<file path="src/rtl/wk_pkg.sv">
package wk_pkg;

    typedef enum logic [2:0] {
        DBC_NOW  = 3'd0,
        DBC_3    = 3'd1,
        DBC_32   = 3'd2,
        DBC_512  = 3'd3,
        DBC_4K   = 3'd4,
        DBC_32K  = 3'd5,
        DBC_SP6  = 3'd6,
        DBC_SP7  = 3'd7
    } dbc_code_t;

    localparam int unsigned LONGEST_PERIOD = 32768;

    // Number of consecutive active edges needed for a given code.
    function automatic int unsigned dbc_periods(input logic [2:0] code);
        case (dbc_code_t'(code))
            DBC_NOW: return 1;
            DBC_3:   return 3;
            DBC_32:  return 32;
            DBC_512: return 512;
            DBC_4K:  return 4096;
            default: return LONGEST_PERIOD;
        endcase
    endfunction

endpackage

</file>
<file path="src/rtl/wk_match.sv">
module wk_match #(
    parameter int NUM_IN = 14
) (
    input  logic [NUM_IN-1:0] lvl,
    input  logic [NUM_IN-1:0] en,
    input  logic [NUM_IN-1:0] pol,
    output logic [NUM_IN-1:0] hit
);
    for (genvar g = 0; g < NUM_IN; g++) begin : g_line
        assign hit[g] = en[g] & (lvl[g] ~^ pol[g]);
    end
endmodule

</file>
<file path="src/rtl/wk_debounce.sv">
module wk_debounce #(
    parameter int CNT_W = 16
) (
    input  logic             clk,
    input  logic             rst,
    input  logic             active,
    input  logic [CNT_W-1:0] limit,
    output logic             fire
);
    logic [CNT_W-1:0] cnt;
    logic             locked;

    always_comb fire = active && !locked && (cnt == limit);

    always_ff @(posedge clk) begin
        if (rst) begin
            cnt    <= '0;
            locked <= 1'b0;
        end else if (!active) begin
            cnt    <= '0;
            locked <= 1'b0;
        end else begin
            if (cnt != limit) cnt <= cnt + 1'b1;
            if (fire) locked <= 1'b1;
        end
    end
endmodule

</file>
<file path="src/rtl/wk_status.sv">
module wk_status #(
    parameter int NUM_IN = 14
) (
    input  logic              clk,
    input  logic              rst,
    input  logic              fire,
    input  logic [NUM_IN-1:0] hit,
    input  logic              rd,
    output logic              flag,
    output logic [NUM_IN-1:0] snap
);
    always_ff @(posedge clk) begin
        if (rst) begin
            flag <= 1'b0;
            snap <= '0;
        end else if (fire) begin
            flag <= 1'b1;
            snap <= (rd ? '0 : snap) | hit;
        end else if (rd) begin
            flag <= 1'b0;
            snap <= '0;
        end
    end
endmodule

</file>
<file path="src/rtl/wk_wake_ctrl.sv">
module wk_wake_ctrl #(
    parameter int NUM_IN     = 14,
    parameter int MAX_PERIOD = 32768
) (
    input  logic              clk,
    input  logic              rst,
    input  logic [NUM_IN-1:0] wake_in,
    input  logic [NUM_IN-1:0] line_en,
    input  logic [NUM_IN-1:0] line_pol,
    input  logic [2:0]        dbc_sel,
    input  logic              rtc_en,
    input  logic              rtc_alarm,
    input  logic              tmr_en,
    input  logic              tmr_alarm,
    input  logic              stat_rd,
    input  logic              core_awake,
    output logic              wake_req,
    output logic              pin_flag,
    output logic [NUM_IN-1:0] pin_snap
);
    import wk_pkg::*;

    localparam int CNT_W = $clog2(MAX_PERIOD) + 1;

    logic [NUM_IN-1:0] hit;
    logic              dbc_fire;
    logic [CNT_W-1:0]  limit;
    logic              alarm_set;

    assign limit     = CNT_W'(dbc_periods(dbc_sel) - 1);
    assign alarm_set = (rtc_en & rtc_alarm) | (tmr_en & tmr_alarm);

    wk_match #(.NUM_IN(NUM_IN)) u_match (
        .lvl (wake_in),
        .en  (line_en),
        .pol (line_pol),
        .hit (hit)
    );

    wk_debounce #(.CNT_W(CNT_W)) u_dbc (
        .clk    (clk),
        .rst    (rst),
        .active (|hit),
        .limit  (limit),
        .fire   (dbc_fire)
    );

    wk_status #(.NUM_IN(NUM_IN)) u_stat (
        .clk  (clk),
        .rst  (rst),
        .fire (dbc_fire),
        .hit  (hit),
        .rd   (stat_rd),
        .flag (pin_flag),
        .snap (pin_snap)
    );

    always_ff @(posedge clk) begin
        if (rst)                         wake_req <= 1'b0;
        else if (dbc_fire || alarm_set)  wake_req <= 1'b1;
        else if (core_awake)             wake_req <= 1'b0;
    end
endmodule

</file>
<file path="config.mk">
export PLATFORM = sky130hd
export DESIGN_NAME = wk_wake_ctrl
export DESIGN_NICKNAME = d
export VERILOG_FILES = /design/src/rtl/wk_pkg.sv /design/src/rtl/wk_match.sv /design/src/rtl/wk_debounce.sv /design/src/rtl/wk_status.sv /design/src/rtl/wk_wake_ctrl.sv
export SDC_FILE = /design/constraint.sdc
export NUM_CORES = 1
export LEC_CHECK = 0
export CAP_MARGIN = 20
export CORE_MARGIN = 5
export CORE_UTILIZATION = 44
export DETAILED_ROUTE_END_ITERATION = 6
export GPL_ROUTABILITY_DRIVEN = 0
export PLACE_DENSITY = 0.82
export SKIP_LAST_GASP = 1
export SLEW_MARGIN = 20
export SYNTH_ARGS = -nofsm -noshare
export SYNTH_HDL_FRONTEND = slang
export SYNTH_SLANG_ARGS = --single-unit
export TNS_END_PERCENT = 100
</file>
<file path="constraint.sdc">
create_clock -name clk -period 3.4 [get_ports clk]
set_input_delay 0.51 -clock clk [delete_from_list [all_inputs] [get_ports clk]]
set_output_delay 0.51 -clock clk [all_outputs]
set_load 0.05 [all_outputs]
</file>
-- Word level (Yosys, flattened, before mapping)
Index checks and enable logic that the tools add are counted.
- register bits after elaboration: 33
- latch bits: 0
- RAM bits: 0
- memory bits (read-only): 0
- logic and storage cells: 62
- memories kept: 0
- add/sub/neg operators: 2
- multiply operators: 0
- div/mod/pow operators: 0
- $lt $le $gt $ge: 0
- equal/unequal tests: 6
- shift operators: 0
- mux-type cells: 7
- bitwise logic cells: 33
- reductions and logical operators: 9
- operator list (operator ; count):
    $pmux W16 S5 ; 1
    $mux W14 ; 2
    $add A16 B1 Y16 const B ; 1
    $and A1 B1 Y1 ; 16
    $eq A16 B16 Y1 ; 1
    $ne A16 B16 Y1 ; 1
    $sub A16 B1 Y16 const B ; 1
    $or A14 B14 Y14 ; 1
    $reduce_or A14 Y1 ; 1
    $xnor A1 B1 Y1 ; 14
    $eq A3 B2 Y1 const B ; 2
    $mux W1 ; 4
    $reduce_bool A2 Y1 ; 2
    $eq A3 B1 Y1 const B ; 1
    $eq A3 B3 Y1 const B ; 1
    $logic_not A3 Y1 ; 1
    $logic_and A1 B1 Y1 ; 2
    $reduce_or A2 Y1 ; 1
    $logic_not A1 Y1 ; 1
    $logic_or A1 B1 Y1 ; 1
    $not A1 Y1 ; 1
    $or A1 B1 Y1 ; 1

-- Longest topological paths before layout
- word-level depth: 7
- depth in mapped cells: 12
- gate-level depth less buffers: 9

-- Hierarchy
From an unflattened synthesis, not the netlist that was laid out.
- cell total of the unflattened synthesis: 243
- area total of the unflattened synthesis: 2025.7 µm²
- by module, submodules not included (module ; instances ; cells an instance ; area each (µm²)):
    wk_debounce ; 1 ; 119 ; 998.5
    wk_status ; 1 ; 63 ; 595.6
    wk_wake_ctrl ; 1 ; 33 ; 221.5
    wk_match ; 1 ; 28 ; 210.2

-- Worst setup path after synthesis
No wires, ideal clock.
- kind: in2reg
- from: in dbc_sel[2]
- to: reg u_dbc.cnt[1]
- library setup time: 0.128 ns
- arrival time: 2.692 ns
- data required time: 3.272 ns
- setup slack: 0.580 ns
- cell stages on the path: 11
- cells stage by stage: clkbuf_1 or2_1 ha_1 or4_1 a221oi_1 o2111ai_1 nor2_1 buf_4 buf_4 mux2i_1 nor2_1
- word-level cells in the longest chain between the ends: 4
- elaborated cells on any way between the ends: 8
- RTL lines (what ; line ; text):
    from (decl) ; wk_wake_ctrl.sv:10 ; input logic [2:0] dbc_sel,
    $eq A3 B3 Y1, or another cell as far along ; wk_pkg.sv:18 ; case (dbc_code_t'(code))
    $pmux W16 S5 (*) ; wk_pkg.sv:18 ;
    $sub A16 B1 Y16 (*) ; wk_wake_ctrl.sv:30 ; assign limit = CNT_W'(dbc_periods(dbc_sel) - 1);
    $ne A16 B16 Y1 (*) ; wk_debounce.sv:23 ; if (cnt != limit) cnt <= cnt + 1'b1;
    to (signal assigned) ; wk_debounce.sv:23 ;
    to (decl) ; wk_debounce.sv:10 ; logic [CNT_W-1:0] cnt;
Mark *: on every way between the ends. The rest lies on a longest branch, timed or not.
A chain may end at the register's enable or synchronous reset.

-- Final worst setup path
- from: in dbc_sel[2]
- to: reg u_stat.snap[3]
- word-level cells in the longest chain between the ends: 6
- elaborated cells on any way between the ends: 10
- RTL lines (what ; line ; text):
    $eq A3 B3 Y1, or another cell as far along ; wk_pkg.sv:18 ;
    $pmux W16 S5 (*) ; wk_pkg.sv:18 ;
    $sub A16 B1 Y16 (*) ; wk_wake_ctrl.sv:30 ;
    $eq A16 B16 Y1 (*) ; wk_debounce.sv:13 ; always_comb fire = active && !locked && (cnt == limit);
    $logic_and A1 B1 Y1 (*) ; wk_debounce.sv:13 ;
    $mux W14 (*) ; wk_status.sv:16 ; end else if (fire) begin
    to (signal assigned) ; wk_status.sv:18 ; snap <= (rd ? '0 : snap) | hit;
    to (decl) ; wk_status.sv:10 ; output logic [NUM_IN-1:0] snap
Marks and branches as above.

==> results.txt <==
The tools report the initial antenna violation count as 0. After clock tree synthesis, the clock-pin slew on the worst setup and hold paths is 70 ps. Dividing the detail-routed wire length by the instance count gives 14.7 µm.

The number of nets with antenna violations after detailed routing was 0; the count of routing violations after the opening detailed-route iteration was 90. The async set-or-reset flop fraction in the synthesized netlist is 0. The worst hold path startpoint is u_stat.flag$_SDFFE_PP0P_.

The simple-gate share of the synthesized area works out to 0.272. Detailed placement ended at an HPWL of 4.00 mm. The share of the clock period used by the worst path works out to 0.886. The mean instance size in the synthesized netlist came out at 8.27 µm². The tools report the relative slew slack as 0.350. The tools report the count of nets after finishing as 346.

In the routed layout, each cell is associated on average with a via count of 5.53. TritonCTS built the clock tree. The XOR/XNOR share of the synthesized area works out to 0.0770.

Synthesis produced a netlist with a net count of 275. The synthesized design contains 33 register bits. The core region is 0.00400 mm². The post-synthesis mux area share works out to 0.0110. For the maximum clock frequency, the log shows 332 MHz. The flow ran to the end, and the final reports show no timing, DRC or antenna violations. The post-synthesis adder-cell area fraction came out at 0.0137.

The height of the die was 74.3 µm. For the pin with the worst max-slew slack, the measured transition is 971 ps. The dominant cell type by area after synthesis is sky130_fd_sc_hd__dfxtp_1.

Setup repair after global routing left no endpoint under its margin. The net switching fraction of the power was 0.222. After detailed routing, the total wire length is 5.03 mm. By instance count, the leading cell after synthesis is sky130_fd_sc_hd__nand2_1. The launch instance of the worst register-to-register path was u_dbc.cnt[6]$_SDFFE_PP0P_. STA puts the critical path data required time at 3610 ps. For this run, the leading register cell type out of synthesis is sky130_fd_sc_hd__dfxtp_1. The largest family of logic cells by synthesized area is simple AND/OR/NAND/NOR gates.

Effective utilization at floorplan: 0.455. The first global-routing pass estimated 7.82 mm of wire. For the final routed database, the setup TNS stands at 0 ps.

Number of hold-slack violations in the final timing report: 0. From left edge to right edge, the die measures 74.3 µm. The hold-critical path depth came out at 2. The sequential share of power is 0.430, and the number of synthesized flops with an enable pin is 0. The mapped netlist covers 0.00182 mm².

The sum of overflow across all layers after global routing is 0, and the final setup violation count is 0. Count of input and output buffers: 68. The floorplan has 23 rows.

CTS saw 33 sinks. The commonest cells after synthesis are sky130_fd_sc_hd__nand2_1 (39), sky130_fd_sc_hd__dfxtp_1 (33), sky130_fd_sc_hd__xnor2_1 (15). On the critical path, the stage with the largest delay is an instance of sky130_fd_sc_hd__clkdlybuf4s50_1. For the proportion of power drawn by combinational gates, the log shows 0.162. Across the run, the number of max-cap violations was 0.

The number of buffers inserted by hold repair at cts was 0. The arrival time of the worst setup path is 3220 ps. Power spread over the standard cell area amounts to 345 mW/mm². End of the worst register-to-register path: u_stat.snap[3]$_SDFF_PP0_. In this run the worst path has a maximum fanout of 14.

The path type of the worst min-delay path was flip-flop to flip-flop. For this run, the slowest stage of the critical path takes 430 ps. The number of top-level pins was 69.

At the later pin of the worst-skew pair, clock insertion delay measures 280 ps. The critical path goes through clkdlybuf4s50_1, buf_4, nor2_1, nand2_1, ha_1, or4_1, a221oi_1, o2111ai_1, or3_1, nand2b_4, o21ai_0. Critical path launch point type: a primary input. The internal portion of the total power is 718 µW. TritonCTS created 5 clock buffers. Summed over all cells, the static leakage comes to 0.000931 µW. The tree is rooted in a sky130_fd_sc_hd__clkbuf_8.

By area the synthesized netlist is led by sky130_fd_sc_hd__dfxtp_1 (36%), sky130_fd_sc_hd__nand2_1 (8.0%), sky130_fd_sc_hd__xnor2_1 (7.2%), sky130_fd_sc_hd__o21ai_2 (4.8%), sky130_fd_sc_hd__or4_1 (4.1%). The global-route usage over all layers was 0.182. The class of the most critical setup path is primary input to flip-flop. The post-CTS setup buffer count is 0.

The number of global-route vias before repair is 1700, and the worst-case register-to-register setup slack is 1150 ps. The final critical delay including setup and external delays came out at 3010 ps. The tools report the hold-critical path endpoint as u_stat.flag$_SDFFE_PP0P_.

The layout overhead on the synthesized area is 47.1%, and the post-cts sizing count is 0. The number of buffers on the longest clock path came out at 2. The logs give 2 for the H-tree depth and 205 µW for the total net switching power. The remaining routing DRC violations was 0; the total via count in the routed design was 1890. The logs give 0.407 for the power share of the clock group and 32 for the pin count of the biggest net entering global routing. Yosys printed 0 warnings.

VDD sags by at most 0.310 mV. The run gives 0 as the final antenna diode count. The tools report the share of the yosys chip area belonging to registers as 0.363. Counting cells, the worst reg-to-reg path comes to 6. The worst hold slack after final layout is 450 ps. Compound-gate portion of the synthesized area: 0.228. The max-slew violation total from the final report came out at 0. The worst setup path is captured at a flip-flop. Fraction of final layout cells with drive strength greater than 1: 0.0890. The logs give 220 for the count of mapped cells out of synthesis and 6.63 ps for the final setup skew.

For this run, the detailed router's first-pass iteration total came to 4. The share of the synthesized area in the top cell type was 0.363; the number of distinct library cells after synthesis was 42. The tools report the total die area as 0.00552 mm².
-- power by group through the flow --
stage                     Clock, µW  Combinational (µW)  Sequential [µW]
final                           376                 150              397
after global routing            397                 163              398
after CTS                       383                 150              397
after detailed placement          0                 149              406
after global placement            0                 147              405
after floorplan                   0                61.5              407
-- worst max-delay path by stage --
stage,slack [ps],end,from
after detailed placement,90,u_stat.snap[2]$_SDFF_PP0_,dbc_sel[2]
after CTS,390,u_stat.snap[2]$_SDFF_PP0_,dbc_sel[2]
after floorplan,580,u_dbc.cnt[1]$_SDFFE_PP0P_,dbc_sel[2]
after global routing,140,u_dbc.cnt[12]$_SDFFE_PP0P_,dbc_sel[2]
final,390,u_stat.snap[3]$_SDFF_PP0_,dbc_sel[2]
after global placement,220,u_stat.snap[2]$_SDFF_PP0_,dbc_sel[2]
-- state kept, by name, summed over array words and instances (netlist names) --
signal,count
u_dbc.cnt,16
u_stat.snap,14
u_dbc.locked,1
u_stat.flag,1
wake_req,1
-- stage by stage --
stage                     cell area, µm²  std cells  worst slack, ps  total power, µW  utilization
after detailed placement            2560        334             90.5              555        0.640
final                               2680        342              388              923        0.669
after global placement              2560        334              217              552        0.640
after global routing                2680        342              142              958        0.669
after CTS                           2680        342              386              930        0.669
after floorplan                     1820        220              580              469            -
-- worst max-delay path: cells and delay by family --
| family | cells | cell delay (ps) |
|---|---|---|
| AOI/OAI and AO/OA | 3 | 660 |
| and+or+nand+nor | 5 | 1180 |
| buffers and inverters | 2 | 600 |
| adders and majority gates | 1 | 260 |
-- cells by family after synthesis --
group                      Yosys count
and+or+nand+nor                     94
adders and majority gates            2
buffers and inverters               13
AOI/OAI and AO/OA                   60
xor gates and xnor gates            16
muxes                                2
DFF                                 33
-- cells in the final DEF (no fill, tap or decap), types with 2 or more instances in the layout --
master,count
sky130_fd_sc_hd__o21ai_2,10
sky130_fd_sc_hd__buf_4,3
sky130_fd_sc_hd__nand2_1,39
sky130_fd_sc_hd__and3_1,4
sky130_fd_sc_hd__a21boi_0,2
sky130_fd_sc_hd__mux2i_1,2
sky130_fd_sc_hd__o211ai_1,2
sky130_fd_sc_hd__inv_1,5
sky130_fd_sc_hd__or3_1,8
sky130_fd_sc_hd__and2_1,3
sky130_fd_sc_hd__or4_1,10
sky130_fd_sc_hd__dfxtp_1,33
sky130_fd_sc_hd__or3b_2,2
sky130_fd_sc_hd__nand3_1,5
sky130_fd_sc_hd__a22oi_1,4
sky130_fd_sc_hd__xnor2_1,15
sky130_fd_sc_hd__nor2_1,8
sky130_fd_sc_hd__nand4_1,7
sky130_fd_sc_hd__clkdlybuf4s50_1,68
sky130_fd_sc_hd__a21oi_1,14
sky130_fd_sc_hd__o31ai_1,6
sky130_fd_sc_hd__clkbuf_8,6
sky130_fd_sc_hd__ha_1,2
sky130_fd_sc_hd__o21ai_0,13
-- per-layer routing --
layer  global-route usage  vias up  share of wire
met5                    0        -              0
met4               0.0514        0          0.013
met3               0.0527       11          0.092
met2                0.311       55           0.46
met1                0.224      870           0.43
li1                     -      954              -
-- cell type report --
type	count	area, µm²
fillers	333	1320
multi-input cells	174	1100
repair buffers	72	723
flip-flops and latches	33	661
clock buffers	7	86.3
well taps	50	62.6
clock inverters	1	30.0
inverters	5	18.8
Note: power is estimated with default switching activity, not from simulation.
